File: src/rtl/sec_irq_pkg.sv
package sec_irq_pkg;
  localparam logic [3:0] A_CTL_STAT = 4'h0;
  localparam logic [3:0] A_CTL_EN   = 4'h1;
  localparam logic [3:0] A_CTL_CLR  = 4'h2;
  localparam logic [3:0] A_MEM_STAT = 4'h3;
  localparam logic [3:0] A_CHK_STAT = 4'h4;
  localparam logic [3:0] A_CHK_EN   = 4'h5;
  localparam logic [3:0] A_CHK_CLR  = 4'h6;
  localparam logic [3:0] A_CHK_NS   = 4'h7;
  localparam logic [3:0] A_BRG_STAT = 4'h8;
  localparam logic [3:0] A_BRG_EN   = 4'h9;

  localparam int APB_EXP_BASE = 4;
  localparam int AHB_EXP_BASE = 20;
  localparam int EXP_BASE     = 16;

  // status-word bit position of controller i
  function automatic int ctl_pos(input int i, input int n_int, input int n_apb_exp);
    if (i < n_int) return i;
    else if (i < n_int + n_apb_exp) return APB_EXP_BASE + (i - n_int);
    else return AHB_EXP_BASE + (i - n_int - n_apb_exp);
  endfunction

  function automatic logic [31:0] ctl_mask(input int n_int, input int n_apb_exp, input int n_ahb_exp);
    logic [31:0] m;
    m = '0;
    for (int i = 0; i < n_int + n_apb_exp + n_ahb_exp; i++) m[ctl_pos(i, n_int, n_apb_exp)] = 1'b1;
    return m;
  endfunction
endpackage

File: src/rtl/sia_ctl_bank.sv
module sia_ctl_bank #(
  parameter int N_APB_INT = 2,
  parameter int N_APB_EXP = 4,
  parameter int N_AHB_EXP = 4,
  parameter int DW        = 32,
  localparam int NC       = N_APB_INT + N_APB_EXP + N_AHB_EXP
) (
  input  logic          clk_i,
  input  logic          rst_ni,
  input  logic [NC-1:0] stat_i,
  input  logic          en_we_i,
  input  logic          clr_we_i,
  input  logic [DW-1:0] wdata_i,
  output logic [DW-1:0] stat_word_o,
  output logic [DW-1:0] en_word_o,
  output logic [NC-1:0] en_o,
  output logic [NC-1:0] clr_o
);
  import sec_irq_pkg::*;
  localparam logic [DW-1:0] MASK = DW'(ctl_mask(N_APB_INT, N_APB_EXP, N_AHB_EXP));

  logic [DW-1:0] stat_d, stat_q, en_q;
  logic [NC-1:0] clr_q, clr_d;

  always_comb begin
    stat_d = '0;
    for (int i = 0; i < NC; i++) stat_d[ctl_pos(i, N_APB_INT, N_APB_EXP)] = stat_i[i];
  end

  for (genvar g = 0; g < NC; g++) begin : g_ctl
    localparam int P = ctl_pos(g, N_APB_INT, N_APB_EXP);
    assign en_o[g]  = en_q[P];
    assign clr_d[g] = stat_q[P];
  end

  always_ff @(posedge clk_i or negedge rst_ni) begin
    if (!rst_ni) begin
      stat_q <= '0;
      en_q   <= '0;
      clr_q  <= '0;
    end else begin
      stat_q <= stat_d;
      if (en_we_i)  en_q  <= wdata_i & MASK;
      if (clr_we_i) clr_q <= clr_d;
    end
  end

  assign stat_word_o = stat_q;
  assign en_word_o   = en_q;
  assign clr_o       = clr_q;
endmodule

File: src/rtl/sia_mem_stat.sv
module sia_mem_stat #(
  parameter int N_MEM_INT = 4,
  parameter int N_MEM_EXP = 4,
  parameter int DW        = 32
) (
  input  logic                 clk_i,
  input  logic                 rst_ni,
  input  logic [N_MEM_INT-1:0] int_i,
  input  logic [N_MEM_EXP-1:0] exp_i,
  output logic [DW-1:0]        word_o
);
  import sec_irq_pkg::*;
  logic [DW-1:0] d;

  always_comb begin
    d = '0;
    d[N_MEM_INT-1:0] = int_i;
    d[EXP_BASE +: N_MEM_EXP] = exp_i;
  end

  always_ff @(posedge clk_i or negedge rst_ni) begin
    if (!rst_ni) word_o <= '0;
    else         word_o <= d;
  end
endmodule

File: src/rtl/sia_chk_bank.sv
module sia_chk_bank #(
  parameter int N_CHK = 4,
  parameter int DW    = 32
) (
  input  logic             clk_i,
  input  logic             rst_ni,
  input  logic [N_CHK-1:0] stat_i,
  input  logic             en_we_i,
  input  logic             clr_we_i,
  input  logic             ns_we_i,
  input  logic [DW-1:0]    wdata_i,
  output logic [DW-1:0]    stat_word_o,
  output logic [DW-1:0]    en_word_o,
  output logic [DW-1:0]    ns_word_o,
  output logic [N_CHK-1:0] clr_o,
  output logic [N_CHK-1:0] ns_o,
  output logic             irq_o
);
  import sec_irq_pkg::*;
  logic [DW-1:0] stat_d, stat_q, en_d, en_q, ns_q;
  logic [N_CHK-1:0] clr_q;
  logic irq_q;

  always_comb begin
    stat_d = '0;
    stat_d[EXP_BASE +: N_CHK] = stat_i;
    en_d = en_we_i ? wdata_i : en_q;
  end

  always_ff @(posedge clk_i or negedge rst_ni) begin
    if (!rst_ni) begin
      stat_q <= '0;
      en_q   <= '0;
      ns_q   <= '0;
      clr_q  <= '0;
      irq_q  <= 1'b0;
    end else begin
      stat_q <= stat_d;
      en_q   <= en_d;
      irq_q  <= |(stat_d & en_d);  // next-state values: irq moves with the visible words
      if (ns_we_i)  ns_q  <= wdata_i;
      if (clr_we_i) clr_q <= wdata_i[EXP_BASE +: N_CHK];
    end
  end

  assign stat_word_o = stat_q;
  assign en_word_o   = en_q;
  assign ns_word_o   = ns_q;
  assign ns_o        = ns_q[EXP_BASE +: N_CHK];
  assign clr_o       = clr_q;
  assign irq_o       = irq_q;
endmodule

File: src/rtl/sec_irq_agg.sv
module sec_irq_agg #(
  parameter int N_APB_INT = 2,
  parameter int N_APB_EXP = 4,
  parameter int N_AHB_EXP = 4,
  parameter int N_MEM_INT = 4,
  parameter int N_MEM_EXP = 4,
  parameter int N_CHK     = 4,
  parameter int DW        = 32,
  parameter int AW        = 4,
  localparam int NC       = N_APB_INT + N_APB_EXP + N_AHB_EXP
) (
  input  logic                 clk_i,
  input  logic                 rst_ni,
  input  logic                 wr_en_i,
  input  logic                 rd_en_i,
  input  logic [AW-1:0]        addr_i,
  input  logic [DW-1:0]        wdata_i,
  output logic [DW-1:0]        rdata_o,
  input  logic [NC-1:0]        ctl_stat_i,
  output logic [NC-1:0]        ctl_en_o,
  output logic [NC-1:0]        ctl_clr_o,
  input  logic [N_MEM_INT-1:0] mem_stat_i,
  input  logic [N_MEM_EXP-1:0] mem_exp_stat_i,
  input  logic [N_CHK-1:0]     chk_stat_i,
  output logic [N_CHK-1:0]     chk_clr_o,
  output logic [N_CHK-1:0]     chk_ns_o,
  output logic                 chk_irq_o
);
  import sec_irq_pkg::*;
  localparam logic [DW-1:0] BRG_MASK = {{(DW/2){1'b1}}, {(DW - DW/2){1'b0}}};

  logic [DW-1:0] ctl_stat_w, ctl_en_w, mem_w, chk_stat_w, chk_en_w, chk_ns_w;
  logic [DW-1:0] brg_en_q, rd_mux, rdata_q;

  logic [3:0] sel;
  assign sel = 4'(addr_i);

  sia_ctl_bank #(.N_APB_INT(N_APB_INT), .N_APB_EXP(N_APB_EXP), .N_AHB_EXP(N_AHB_EXP), .DW(DW)) u_ctl (
    .clk_i, .rst_ni,
    .stat_i     (ctl_stat_i),
    .en_we_i    (wr_en_i && sel == A_CTL_EN),
    .clr_we_i   (wr_en_i && sel == A_CTL_CLR),
    .wdata_i    (wdata_i),
    .stat_word_o(ctl_stat_w),
    .en_word_o  (ctl_en_w),
    .en_o       (ctl_en_o),
    .clr_o      (ctl_clr_o)
  );

  sia_mem_stat #(.N_MEM_INT(N_MEM_INT), .N_MEM_EXP(N_MEM_EXP), .DW(DW)) u_mem (
    .clk_i, .rst_ni,
    .int_i (mem_stat_i),
    .exp_i (mem_exp_stat_i),
    .word_o(mem_w)
  );

  sia_chk_bank #(.N_CHK(N_CHK), .DW(DW)) u_chk (
    .clk_i, .rst_ni,
    .stat_i     (chk_stat_i),
    .en_we_i    (wr_en_i && sel == A_CHK_EN),
    .clr_we_i   (wr_en_i && sel == A_CHK_CLR),
    .ns_we_i    (wr_en_i && sel == A_CHK_NS),
    .wdata_i    (wdata_i),
    .stat_word_o(chk_stat_w),
    .en_word_o  (chk_en_w),
    .ns_word_o  (chk_ns_w),
    .clr_o      (chk_clr_o),
    .ns_o       (chk_ns_o),
    .irq_o      (chk_irq_o)
  );

  always_comb begin
    unique case (sel)
      A_CTL_STAT: rd_mux = ctl_stat_w;
      A_CTL_EN:   rd_mux = ctl_en_w;
      A_MEM_STAT: rd_mux = mem_w;
      A_CHK_STAT: rd_mux = chk_stat_w;
      A_CHK_EN:   rd_mux = chk_en_w;
      A_CHK_NS:   rd_mux = chk_ns_w;
      A_BRG_EN:   rd_mux = brg_en_q;
      default:    rd_mux = '0;  // clear regs, bridge status, unused
    endcase
  end

  always_ff @(posedge clk_i or negedge rst_ni) begin
    if (!rst_ni) begin
      brg_en_q <= '0;
      rdata_q  <= '0;
    end else begin
      if (wr_en_i && sel == A_BRG_EN) brg_en_q <= wdata_i & BRG_MASK;
      if (rd_en_i) rdata_q <= rd_mux;
    end
  end

  assign rdata_o = rdata_q;
endmodule

File: config.mk
export PLATFORM = sky130hd
export DESIGN_NAME = sec_irq_agg
export DESIGN_NICKNAME = d
export VERILOG_FILES = /design/src/rtl/sec_irq_pkg.sv /design/src/rtl/sia_ctl_bank.sv /design/src/rtl/sia_mem_stat.sv /design/src/rtl/sia_chk_bank.sv /design/src/rtl/sec_irq_agg.sv
export SDC_FILE = /design/constraint.sdc
export NUM_CORES = 1
export LEC_CHECK = 0
export BUFFER_PORTS_ARGS = -buffer_cell sky130_fd_sc_hd__buf_2
export CAP_MARGIN = 30
export CORE_MARGIN = 8
export CORE_UTILIZATION = 47
export CTS_CLUSTER_DIAMETER = 60
export CTS_CLUSTER_SIZE = 8
export DETAILED_ROUTE_END_ITERATION = 12
export MAX_ROUTING_LAYER = met4
export PLACE_DENSITY = 0.81
export SETUP_SLACK_MARGIN = 0.1
export SLEW_MARGIN = 25
export SYNTH_ARGS = -nofsm -noshare
export SYNTH_HDL_FRONTEND = slang
export SYNTH_SLANG_ARGS = --single-unit
File: constraint.sdc
create_clock -name clk_i -period 1.78 [get_ports clk_i]
set_input_delay 0.178 -clock clk_i [delete_from_list [all_inputs] [get_ports clk_i]]
set_output_delay 0.178 -clock clk_i [all_outputs]
set_load 0.1 [all_outputs]
==> results by group <==
Status
  – Status: completed

Cells and area
  – Area Growth Syn to Fin: 29.87%
  – Share of cells above drive strength 1: 0.4491
  – Finished Layout Cells: 817
  – Final Cell Area: 8268 um2
  – # nets final: 689

Global route
  – Pin count of the biggest net entering global routing: 45
  – Vias in the first global route: 5138
  – Initial antenna violation count: 2
  – Congestion Overflow GR: 0
  – First-pass GRT wire length: 27.14 mm
  – GRT Resource Usage Total: 0.2031

Place
  – IO Port Bufs: 122
  – DPL Wire Length: 11.05 mm
  – RePlAce Congestion: 0.7990
  – Placed inst area: 7252 um2
  – Dpl ws: -53.74 ps
  – Placed Instances: 743

STA
  – Period utilisation layout: 0.8160
  – Final setup violating endpoints: 0
  – Fmax: 688.5 MHz
  – Setup WS post-layout: 327.6 ps
  – Slew Viols, Final: 0
  – Worst Skew: 7.643 ps
  – Slew of the pin with the lowest slew margin: 948.3 ps
  – RSZ-0062 raised after global routing: no
  – Final Hold Fails: 0
  – Slew HR: 0.3654
  – Minimum clock period: 1452 ps
  – Final setup TNS: 0 ps

Synth
  – Post-Synthesis Cell Area: 6366 um2
  – Yosys cell types: 32
  – Primary FF master, synth: dfrtp_1
  – Fraction of registers with async set or reset after synthesis: 1.000
  – FF+latch count, synth: 159
  – Post-synth top area share: 0.6250
  – Cells after Synth: 456
  – Top post-synthesis cells by area: dfrtp_1, mux2_2, o22ai_1
  – Post-synth EDFFs: 0
  – Synthesis warning total: 0
  – Syn Area/Cell: 13.96 um2
  – Largest area contributor in the netlist: dfrtp_1
  – Post-synthesis sequential area ratio: 0.6250
  – Mapped Nets: 518

Clock network
  – Clock root cell: clkbuf_16
  – CTS buffer count: 17
  – CTS sink cnt: 159
  – Worst-skew pair later-pin latency: 430 ps
  – H-tree Lvls: 4
  – CTS tree: yes
  – CTS clock-pin slew for the worst setup and hold paths: 60 ps
  – Post-CTS setup buffer count: 0
  – Deepest clock path buffer count: 2

Route
  – Drt via density: 5.469
  – DR vias: 4468
  – DR iter-0 viols: 306
  – Routed Antenna Nets: 0
  – DRC: 0
  – WL final: 16.49 mm
  – Drt pass-1 iters: 4
  – Per-cell routed wire length: 20.18 um

Die
  – Placeable core region: 13240 um2
  – Die height: 132.4 um
  – Die W: 132.4 um
  – Site Rows: 42
  – Total die area: 17520 um2
  – Starting density of the core: 0.4807
  – Top Ports: 123

Setup path
  – CP Max Fanout: 32
  – Worst EP arrival: 1690 ps
  – Crit end category: register
  – CP startpoint kind: input port
  – CP startpoint: addr_i[1]
  – Crit path required time: 2020 ps
  – CP Class: in -> reg
  – Crit Reg-Reg Startpoint: u_chk.ns_word_o[17]

Power and ir drop
  – Maximum vdd ir drop: 0.0008544 V
  – Pwr per Cell Area: 1322 nW/um2
  – Pleak: 3.820 nW
  – Pwr Total: 10.93 mW

Hold path
  – Worst min path class: in -> reg
  – Hold path startpoint: wdata_i[4]

Job
  – Max-cap violation count: 0
Yosys cell counts, types with 2 or more instances:
cell type	number
clkbuf_1	11
buf_4	5
a22o_1	14
o22ai_1	32
mux2_2	103
nor2_1	3
a21oi_1	2
a222oi_1	8
and4bb_2	2
nand2_1	14
dfrtp_1	159
and4b_1	2
a221oi_1	8
and3_1	7
buf_6	2
mux2i_1	3
buf_1	2
buf_2	15
inv_1	32
a22oi_1	20
worst max-delay path, cell delays in order:
cell     delay, ps
buf_2          200
nor2b_1        200
nor2_1          80
o21ai_4        730
o22ai_1        270
routing by layer:
metal / GRT usage / up-vias / wire length (um)
li1: - / 1997 / -
met1: 0.2328 / 2276 / 6865
met2: 0.3236 / 168 / 8245
met3: 0.06860 / 27 / 1087
met4: 0.07886 / 0 / 290
met5: - / - / 0
layout make-up:
class / count / area [um2]
Tap cell: 176 / 220.2
Fill cell: 1034 / 4975
Timing Repair Buffer: 187 / 1232
Multi-Input combinational cell: 230 / 2111
Inverter: 32 / 120.1
Sequential cell: 159 / 3979
Clock buffer: 25 / 495.5
Clock inverter: 6 / 105.1
Antenna cell: 2 / 5.005
placed cells by master (no fill, tap or decap), types with 13 or more instances in the layout:
cell,synthesis,layout
dfrtp_1,159,159
buf_2,15,121
mux2_2,103,103
dlygate4sd3_1,0,41
inv_1,32,32
o22ai_1,32,32
buf_4,5,22
a22oi_1,20,20
clkbuf_16,0,17
a22o_1,14,14
nand2_1,14,13
sequential cells by signal, indices dropped and copies added, names as in the netlist, 8 cells and up:
| signal | count |
|---|---|
| u_ctl.clr_o | 10 |
| rdata_o | 32 |
| u_mem.word_o | 8 |
| brg_en_q | 16 |
| u_chk.en_word_o | 32 |
| u_ctl.en_word_o | 10 |
| u_chk.ns_word_o | 32 |
| u_ctl.stat_word_o | 10 |
power by group:
group,switching [mW],internal [mW]
Sequential,0.351,4.23
Clock,1.34,2.34
Combinational,1.91,0.756
final timing paths:
path / end / slack, ps / depth (start not counted)
setup / recovery: rdata_o[8] / 330 / 5
hold / removal: u_chk.ns_word_o[4] / 30 / 2
setup reg to reg: rdata_o[17] / 580 / 3
hold reg to reg: u_ctl.clr_o[5] / 500 / 1
max in group asynchronous: u_ctl.stat_word_o[7] / 950 / 3
min in group asynchronous: rdata_o[2] / 230 / 2
repair_timing:
| item | 4_1_cts | 5_1_grt |
|---|---|---|
| endpoints found under the hold margin | 100 | 0 |
| resized for setup | 0 | 0 |
| hold buffers | 41 | 0 |
per-stage QoR:
step                      utilization  hold slack, ps
after global placement         0.5476           125.9
after global routing           0.6243           6.181
final                          0.6243           25.64
after detailed placement       0.5476           126.2
after floorplan                     -          -117.6
after CTS                      0.6240           1.628
logic make-up after synthesis:
kind of cell	count (synthesis)	share of synthesized area
and+or+nand+nor	37	0.03597
buffers and inverters	67	0.04776
AOI/OAI and AO/OA	86	0.1020
DFF	159	0.6250
muxes	107	0.1893
Power figures use the tool's default switching activity.
